### src/rtl/decade_cnt_pkg.sv
package decade_cnt_pkg;
   localparam int unsigned DIGIT_W  = 4;
   localparam int unsigned DIGIT_MAX = 9;
   typedef logic [DIGIT_W-1:0] bcd_digit_t;
endpackage

### src/rtl/jk_toggle_cell.sv
module jk_toggle_cell (
   input  logic clk,
   input  logic sclr,
   input  logic strobe,
   input  logic j_in,
   input  logic k_in,
   output logic q,
   output logic falls
);
   logic q_next;

   always_comb begin
      q_next = q;
      if (strobe) begin
         unique case ({j_in, k_in})
            2'b10:   q_next = 1'b1;
            2'b01:   q_next = 1'b0;
            2'b11:   q_next = ~q;
            default: q_next = q;
         endcase
      end
   end

   assign falls = q & ~q_next;

   always_ff @(posedge clk) begin
      if (sclr) q <= 1'b0;
      else      q <= q_next;
   end
endmodule

### src/rtl/bcd_jk_decade.sv
module bcd_jk_decade
   import decade_cnt_pkg::*;
(
   input  logic       clk,
   input  logic       sclr,
   input  logic       evt_in,
   output bcd_digit_t digit,
   output logic       evt_out
);
   logic [DIGIT_W-1:0] q;
   logic [DIGIT_W-1:0] fall;
   logic [DIGIT_W-1:0] stb;
   logic [DIGIT_W-1:0] jv;
   logic [DIGIT_W-1:0] kv;

   always_comb begin
      stb[0] = evt_in;  jv[0] = 1'b1;          kv[0] = 1'b1;
      stb[1] = fall[0]; jv[1] = ~q[3];         kv[1] = 1'b1;
      stb[2] = fall[1]; jv[2] = 1'b1;          kv[2] = 1'b1;
      stb[3] = fall[0]; jv[3] = q[1] & q[2];   kv[3] = 1'b1;
   end

   for (genvar b = 0; b < DIGIT_W; b++) begin : g_bit
      jk_toggle_cell u_cell (
         .clk    (clk),
         .sclr   (sclr),
         .strobe (stb[b]),
         .j_in   (jv[b]),
         .k_in   (kv[b]),
         .q      (q[b]),
         .falls  (fall[b])
      );
   end

   assign digit   = q;
   assign evt_out = fall[3];
endmodule

### src/rtl/decade_chain.sv
module decade_chain
   import decade_cnt_pkg::*;
#(
   parameter int unsigned NUM_DECADES = 3
) (
   input  logic                                clk,
   input  logic                                sclr,
   input  logic                                evt_in,
   output logic [NUM_DECADES-1:0][DIGIT_W-1:0] digits,
   output logic                                carry_out
);
   logic [NUM_DECADES:0] link;

   if (NUM_DECADES < 1) begin : g_bad_depth
      $error("decade_chain: NUM_DECADES must be at least 1");
   end

   assign link[0] = evt_in;

   for (genvar d = 0; d < NUM_DECADES; d++) begin : g_dec
      bcd_jk_decade u_dec (
         .clk     (clk),
         .sclr    (sclr),
         .evt_in  (link[d]),
         .digit   (digits[d]),
         .evt_out (link[d+1])
      );
   end

   assign carry_out = link[NUM_DECADES];
endmodule

### src/rtl/decade_event_counter.sv
module decade_event_counter
   import decade_cnt_pkg::*;
#(
   parameter int unsigned NUM_DECADES = 3
) (
   input  logic       clk,
   input  logic       sclr,
   input  logic       cnt_pulse,
   output logic [3:0] digit_ones,
   output logic [3:0] digit_tens,
   output logic [3:0] digit_hund,
   output logic       term_cnt
);
   if (NUM_DECADES != 3) begin : g_bad_cfg
      $error("decade_event_counter: port list carries exactly three digits");
   end
   if (DIGIT_W != 4) begin : g_bad_width
      $error("decade_event_counter: BCD digits must be four bits wide");
   end

   logic [NUM_DECADES-1:0][DIGIT_W-1:0] dig;

   decade_chain #(.NUM_DECADES(NUM_DECADES)) u_chain (
      .clk       (clk),
      .sclr      (sclr),
      .evt_in    (cnt_pulse),
      .digits    (dig),
      .carry_out (term_cnt)
   );

   assign digit_ones = dig[0];
   assign digit_tens = dig[1];
   assign digit_hund = dig[2];
endmodule

### config.mk
export PLATFORM = sky130hd
export DESIGN_NAME = decade_event_counter
export DESIGN_NICKNAME = d
export VERILOG_FILES = /design/src/rtl/decade_cnt_pkg.sv /design/src/rtl/jk_toggle_cell.sv /design/src/rtl/bcd_jk_decade.sv /design/src/rtl/decade_chain.sv /design/src/rtl/decade_event_counter.sv
export SDC_FILE = /design/constraint.sdc
export NUM_CORES = 1
export LEC_CHECK = 0
export ABC_AREA = 1
export CELL_PAD_IN_SITES_DETAIL_PLACEMENT = 0
export CELL_PAD_IN_SITES_GLOBAL_PLACEMENT = 2
export CORE_AREA = 2 2 47 67
export CTS_CLUSTER_SIZE = 16
export DETAILED_ROUTE_END_ITERATION = 6
export DIE_AREA = 0 0 49 69
export PLACE_DENSITY = 0.75
export SYNTH_ARGS = -nofsm -noshare
export SYNTH_HDL_FRONTEND = slang
export SYNTH_HIERARCHICAL = 1
export SYNTH_SLANG_ARGS = --single-unit
### constraint.sdc
create_clock -name clk -period 2.2 [get_ports clk]
set_input_delay 0.22 -clock clk [delete_from_list [all_inputs] [get_ports clk]]
set_output_delay 0.22 -clock clk [all_outputs]
set_load 0.005 [all_outputs]
Word level (Yosys, flattened, before mapping):

Cells that the tools add are included.

* register bits: 12
* bits in latches: 0
* memory bits (writable): 0
* memory bits (read-only): 0
* bits of input ports: 3
* memories: 0

* $add $sub $neg: 0
* multiply operators: 0
* divide/modulo/power cells: 0
* order comparisons: 0
* equal/unequal tests: 0
* shifts and indexed selects: 0
* muxes and demuxes: 15
* bitwise gates (word level): 36
* reduce and logical (&&, ||, !) cells: 0

Operators with widths (number)
* inverter 1 bit: 24
* bitwise AND 1 bit: 12
* one-hot mux 1 bit (2 select lines): 6
* two-way mux 1 bit: 9

Longest topological paths before layout:

* depth after elaboration: 19
* mapped depth: 15

Cells and area by module:

Netlist, hierarchy kept.

Modules (own cells, without submodules)
* jk_toggle_cell: instances 12, cells each 7, area each 50.0 sq um, sequential area each 20.0 sq um
* bcd_jk_decade: instances 3, cells each 4, area each 15.0 sq um, sequential area each 0.0 sq um

Worst setup path after synthesis:

Ideal clock, no wire load.

* path kind: reg-to-reg
* start point: register u_chain.g_dec[0].u_dec.g_bit[0].u_cell.q
* end point: register u_chain.g_dec[2].u_dec.g_bit[2].u_cell.q
* library setup time: 115 ps
* arrival time: 1599 ps
* path slack: 486 ps
* cell stages (with the launch flop): 16
* period minus slack after synthesis: 1714 ps
* cell sequence: dfxtp_1 > nand3_2 > inv_1 > nand3_2 > inv_1 > nand3_2 > inv_1 > nand3_2 > inv_1 > nand3_2 > inv_1 > nand3_2 > inv_1 > nand3_2 > nand2_1 > nor2_1

* word-level cells in the longest chain between the ends: 19

Ends and longest elaborated chain
* start, declared: RTL line jk_toggle_cell.sv:7 `output logic q,`
* start signal, assigned: RTL line jk_toggle_cell.sv:28 `else q <= q_next;`
* inverter 1 bit: RTL line jk_toggle_cell.sv:18 `2'b11: q_next = ~q;`
* two-way mux 1 bit: RTL line jk_toggle_cell.sv:14 `if (strobe) begin`
* inverter 1 bit: RTL line jk_toggle_cell.sv:24 `assign falls = q & ~q_next;`
* bitwise AND 1 bit (*): RTL line jk_toggle_cell.sv:24
* net u_chain.g_dec[0].u_dec.fall[0]: RTL line bcd_jk_decade.sv:11 `logic [DIGIT_W-1:0] fall;`
* two-way mux 1 bit (*): RTL line jk_toggle_cell.sv:14
* inverter 1 bit (*): RTL line jk_toggle_cell.sv:24
* bitwise AND 1 bit (*): RTL line jk_toggle_cell.sv:24
* net u_chain.link[1]: RTL line decade_chain.sv:12 `logic [NUM_DECADES:0] link;`
* (+3 left out)
* net u_chain.g_dec[1].u_dec.fall[0]: RTL line bcd_jk_decade.sv:11
* (+3 left out)
* net u_chain.link[2]: RTL line decade_chain.sv:12
* two-way mux 1 bit (*): RTL line jk_toggle_cell.sv:14
* inverter 1 bit (*): RTL line jk_toggle_cell.sv:24
* bitwise AND 1 bit (*): RTL line jk_toggle_cell.sv:24
* net u_chain.g_dec[2].u_dec.fall[0]: RTL line bcd_jk_decade.sv:11
* two-way mux 1 bit (*): RTL line jk_toggle_cell.sv:14
* inverter 1 bit (*): RTL line jk_toggle_cell.sv:24
* bitwise AND 1 bit (*): RTL line jk_toggle_cell.sv:24
* net u_chain.g_dec[2].u_dec.fall[1]: RTL line bcd_jk_decade.sv:11
* end signal, assigned: RTL line jk_toggle_cell.sv:28
* end, declared: RTL line jk_toggle_cell.sv:7

The timed path passes the listed nets; every way through them passes the cells marked *.
A chain may end at the register's enable or synchronous reset.

Worst setup path after layout:

* start point: register u_chain.g_dec[0].u_dec.g_bit[0].u_cell.q
* end point: output term_cnt

* word-level cells in the longest chain between the ends: 19

Ends and longest elaborated chain
* inverter 1 bit: RTL line jk_toggle_cell.sv:18
* two-way mux 1 bit: RTL line jk_toggle_cell.sv:14
* inverter 1 bit: RTL line jk_toggle_cell.sv:24
* bitwise AND 1 bit (*): RTL line jk_toggle_cell.sv:24
* net u_chain.g_dec[0].u_dec.fall[0]: RTL line bcd_jk_decade.sv:11
* two-way mux 1 bit (*): RTL line jk_toggle_cell.sv:14
* inverter 1 bit (*): RTL line jk_toggle_cell.sv:24
* bitwise AND 1 bit (*): RTL line jk_toggle_cell.sv:24
* net u_chain.link[1]: RTL line decade_chain.sv:12
* (+3 left out)
* net u_chain.g_dec[1].u_dec.fall[0]: RTL line bcd_jk_decade.sv:11
* (+3 left out)
* net u_chain.link[2]: RTL line decade_chain.sv:12
* two-way mux 1 bit (*): RTL line jk_toggle_cell.sv:14
* inverter 1 bit (*): RTL line jk_toggle_cell.sv:24
* bitwise AND 1 bit (*): RTL line jk_toggle_cell.sv:24
* net u_chain.g_dec[2].u_dec.fall[0]: RTL line bcd_jk_decade.sv:11
* two-way mux 1 bit (*): RTL line jk_toggle_cell.sv:14
* inverter 1 bit (*): RTL line jk_toggle_cell.sv:24
* bitwise AND 1 bit (*): RTL line jk_toggle_cell.sv:24
* end, declared: RTL line decade_event_counter.sv:12 `output logic term_cnt`

Marks and branches as above.

==> summary.md <==
| Metric | Value |
|---|---|
| DR WL met2 | `~640 um` |
| Pwr Density | `between 400 and 500 nW/um2` |
| Final-stage net count | `around 140` |
| Met1 WL | `455 um` |
| Top flop regs | `u_chain/g_dec.u_dec/g_bit.u_cell/q x12` |
| Fin cells | `~170` |
| Met3 WL | `roughly 70 um` |
| Placement Rows | `23` |
| Top reg by flops | `u_chain/g_dec.u_dec/g_bit.u_cell/q` |
| Final Cell Area | `957.2 um2` |
| Final Critical Period | `~1.9 ns` |
| Clock power share | `about 45%` |
| # fillers | `approximately 330` |
| Hold Vio Cnt, Final | `0` |
| Worst-path cell chain | `nand3_2 -> inv_2 -> nand3_2 -> inv_2 -> nand3_2 -> inv_2 -> nand3_2 -> inv_2 -> nand3_2 -> inv_2 -> nand3_2 -> inv_1 -> dlygate4sd2_1` |
| Placed Area | `~920 um2` |
| Worst hold margin | `just under 0.4 ns` |
| Largest net degree at the start of global routing | `13` |
| Peak supply drop | `a little under 0.3 mV` |
| FMAX | `approximately 0.52 GHz` |
| 1st-iter DRT viols | `4` |
| Sw Share | `~23%` |
| Via count | `~620` |
| Final Cycle Share | `between 80 and 90%` |
| Post-DP HPWL | `966.5 um` |
| CP max stage cell | `dfxtp_2` |
| # diodes | `0` |
| Post-CTS Setup Bufs | `0` |
| H-Tree Depth | `1` |
| Vias in the first global route | `609` |
| Int Power | `between 0.0003 and 0.0004 W` |
| Starting Density | `a little under a quarter` |
| Slowest cell delay on critical path | `between 0.3 and 0.4 ns` |
| Proportion of layout cells with a drive suffix above 1 | `between 10% and 20%` |
| Root Buffer | `clkbuf_8` |
| Syn. warnings | `6` |
| Critical path type | `reg2out` |
| Total of max-cap violations | `0` |
| NetSw | `about 0.00010 W` |
| Setup slack after layout | `between 0.2 and 0.3 ns` |
| Routed vias/inst | `between 3 and 4` |
| Dpl ws | `-0.2533 ns` |
| Dpl cells | `approximately 160` |
| DR top layer | `met4` |
| Sequential Power Share | `between 40% and 50%` |
| First-pass GRT wire length | `between 2000 and 2500 um` |
| Die area | `3381 um2` |
| CTS tree | `yes` |
| Post-route ant nets | `0` |
| Final Max Slew Viols | `0` |
| Initial antenna violation count | `0` |
| Core ar. | `~2800 um2` |
| Gate power share | `between 6 and 7%` |
| Crit path max fanout | `3` |
| WHS Path Cells | `3` |
| Gr ovfl total | `0` |
| Critical Path RT | `1.98 ns` |
| Pre-Repair DR Iteration Count | `2` |
| Total Wirelength | `1221 um` |
| Top Ports | `16` |
| Min-Delay Path Class | `in2reg` |
| CP arrival | `about 1.7 ns` |
| Layout overhead on the synthesized area | `50.89%` |
| Clock latency on the worst-skew pair | `~0.24 ns` |
| RSZ-0062 raised after global routing | `false` |
| Reg clk slew, reported paths | `0.05 ns` |
| Status | `finished, final reports clean` |
| Crit. End Element | `primary output` |
| Max reg flops | `12` |
| Chip Height | `69 um` |
| Avg Inst Size Synth | `between 6 and 7 um2` |
| Number of port buffers | `15` |
| Worst Reg-to-Reg Cells | `16` |
| Number of CTS-inserted buffers | `3` |
| Width of the die | `roughly 49 um` |
| DR WL/cell | `between 7 and 8 um` |
| Layout Skew | `between 0.002 and 0.0025 ns` |
| Bufs on Longest Clock Path | `2` |
| Power, Total | `around 0.00046 W` |
| Drt drc | `0` |
| Post-synthesis cell count | `93` |
| GPL Wtd Cong | `~0.70` |
| CP most frequent cell | `nand3_2` |
| Mapped Area | `roughly 630 um2` |
| P_leak | `0.5096 nW` |
| Overall Global Routing Usage | `a little under 9%` |
| CTS Sinks | `12` |
| CP Launch Type | `register` |
| # setup viols final | `0` |
==> metrics by stage <==
step / util (%) / TNS, ns
2_1_floorplan: - / 0
3_3_place_gp: 32.86 / -0.2387
3_5_place_dp: 32.86 / -0.2533
4_1_cts: 34.29 / 0
5_1_grt: 34.29 / 0
6_report: 34.29 / 0
==> path summary, 6_finish.rpt <==
check | start | endpoint | slack (ns)
max | u_chain/g_dec[0].u_dec/g_bit[0].u_cell/q | term_cnt | 0.29
min | cnt_pulse | u_chain/g_dec[0].u_dec/g_bit[0].u_cell/q | 0.39
max reg2reg | u_chain/g_dec[0].u_dec/g_bit[0].u_cell/q | u_chain/g_dec[2].u_dec/g_bit[2].u_cell/q | 0.54
min reg2reg | u_chain/g_dec[0].u_dec/g_bit[0].u_cell/q | u_chain/g_dec[0].u_dec/g_bit[0].u_cell/q | 0.49
==> layout by cell type, fill, tap and decap left out, drive strengths merged <==
master and instances:
conb 18, dlygate4sd2 2, dfxtp 12, clkdlybuf4s50 13
nand2 15, clkbuf 3, nor2 12, nand3 12
a21oi 12, buf 4, inv 27
==> critical path, delay by kind of cell, from the launching register on <==
family / cells / cell delay (ns)
buffers and inverters: 7 / 0.62
AND/OR/NAND/NOR: 6 / 0.49
flip-flops: 1 / 0.34
==> cell type report <==
cell class	instances	area, um2	share of cell area (%)
timing repair buffer	19	177.7	18.56
inverter	27	101.3	10.59
clock buffer	3	41.29	4.314
sequential	12	241.5	25.23
multi-input combinational	69	349.1	36.47
tap	37	46.29	4.837
==> power by group through the flow <==
stage	registers [W]	clock network, W	logic, W
after floorplan	0.000226	0	0.0000178
after global placement	0.000226	0	0.0000315
after detailed placement	0.000226	0	0.0000317
after CTS	0.000221	0.000215	0.0000314
after global routing	0.000222	0.000227	0.0000369
final	0.000221	0.000204	0.0000309
==> layer usage <==
metal | vias to the layer above | global-route usage [%]
li1 | 332 | -
met1 | 265 | 8.144
met2 | 13 | 15.22
met3 | 5 | 2.597
met4 | 0 | 8.571
met5 | - | 0
==> what timing repair did <==
item / in CTS / in global routing
hold buffers: 0 / 0
endpoints found under the setup margin: 1 / 0
gates resized for setup: 8 / 0
(Power assumes the default switching activity.)
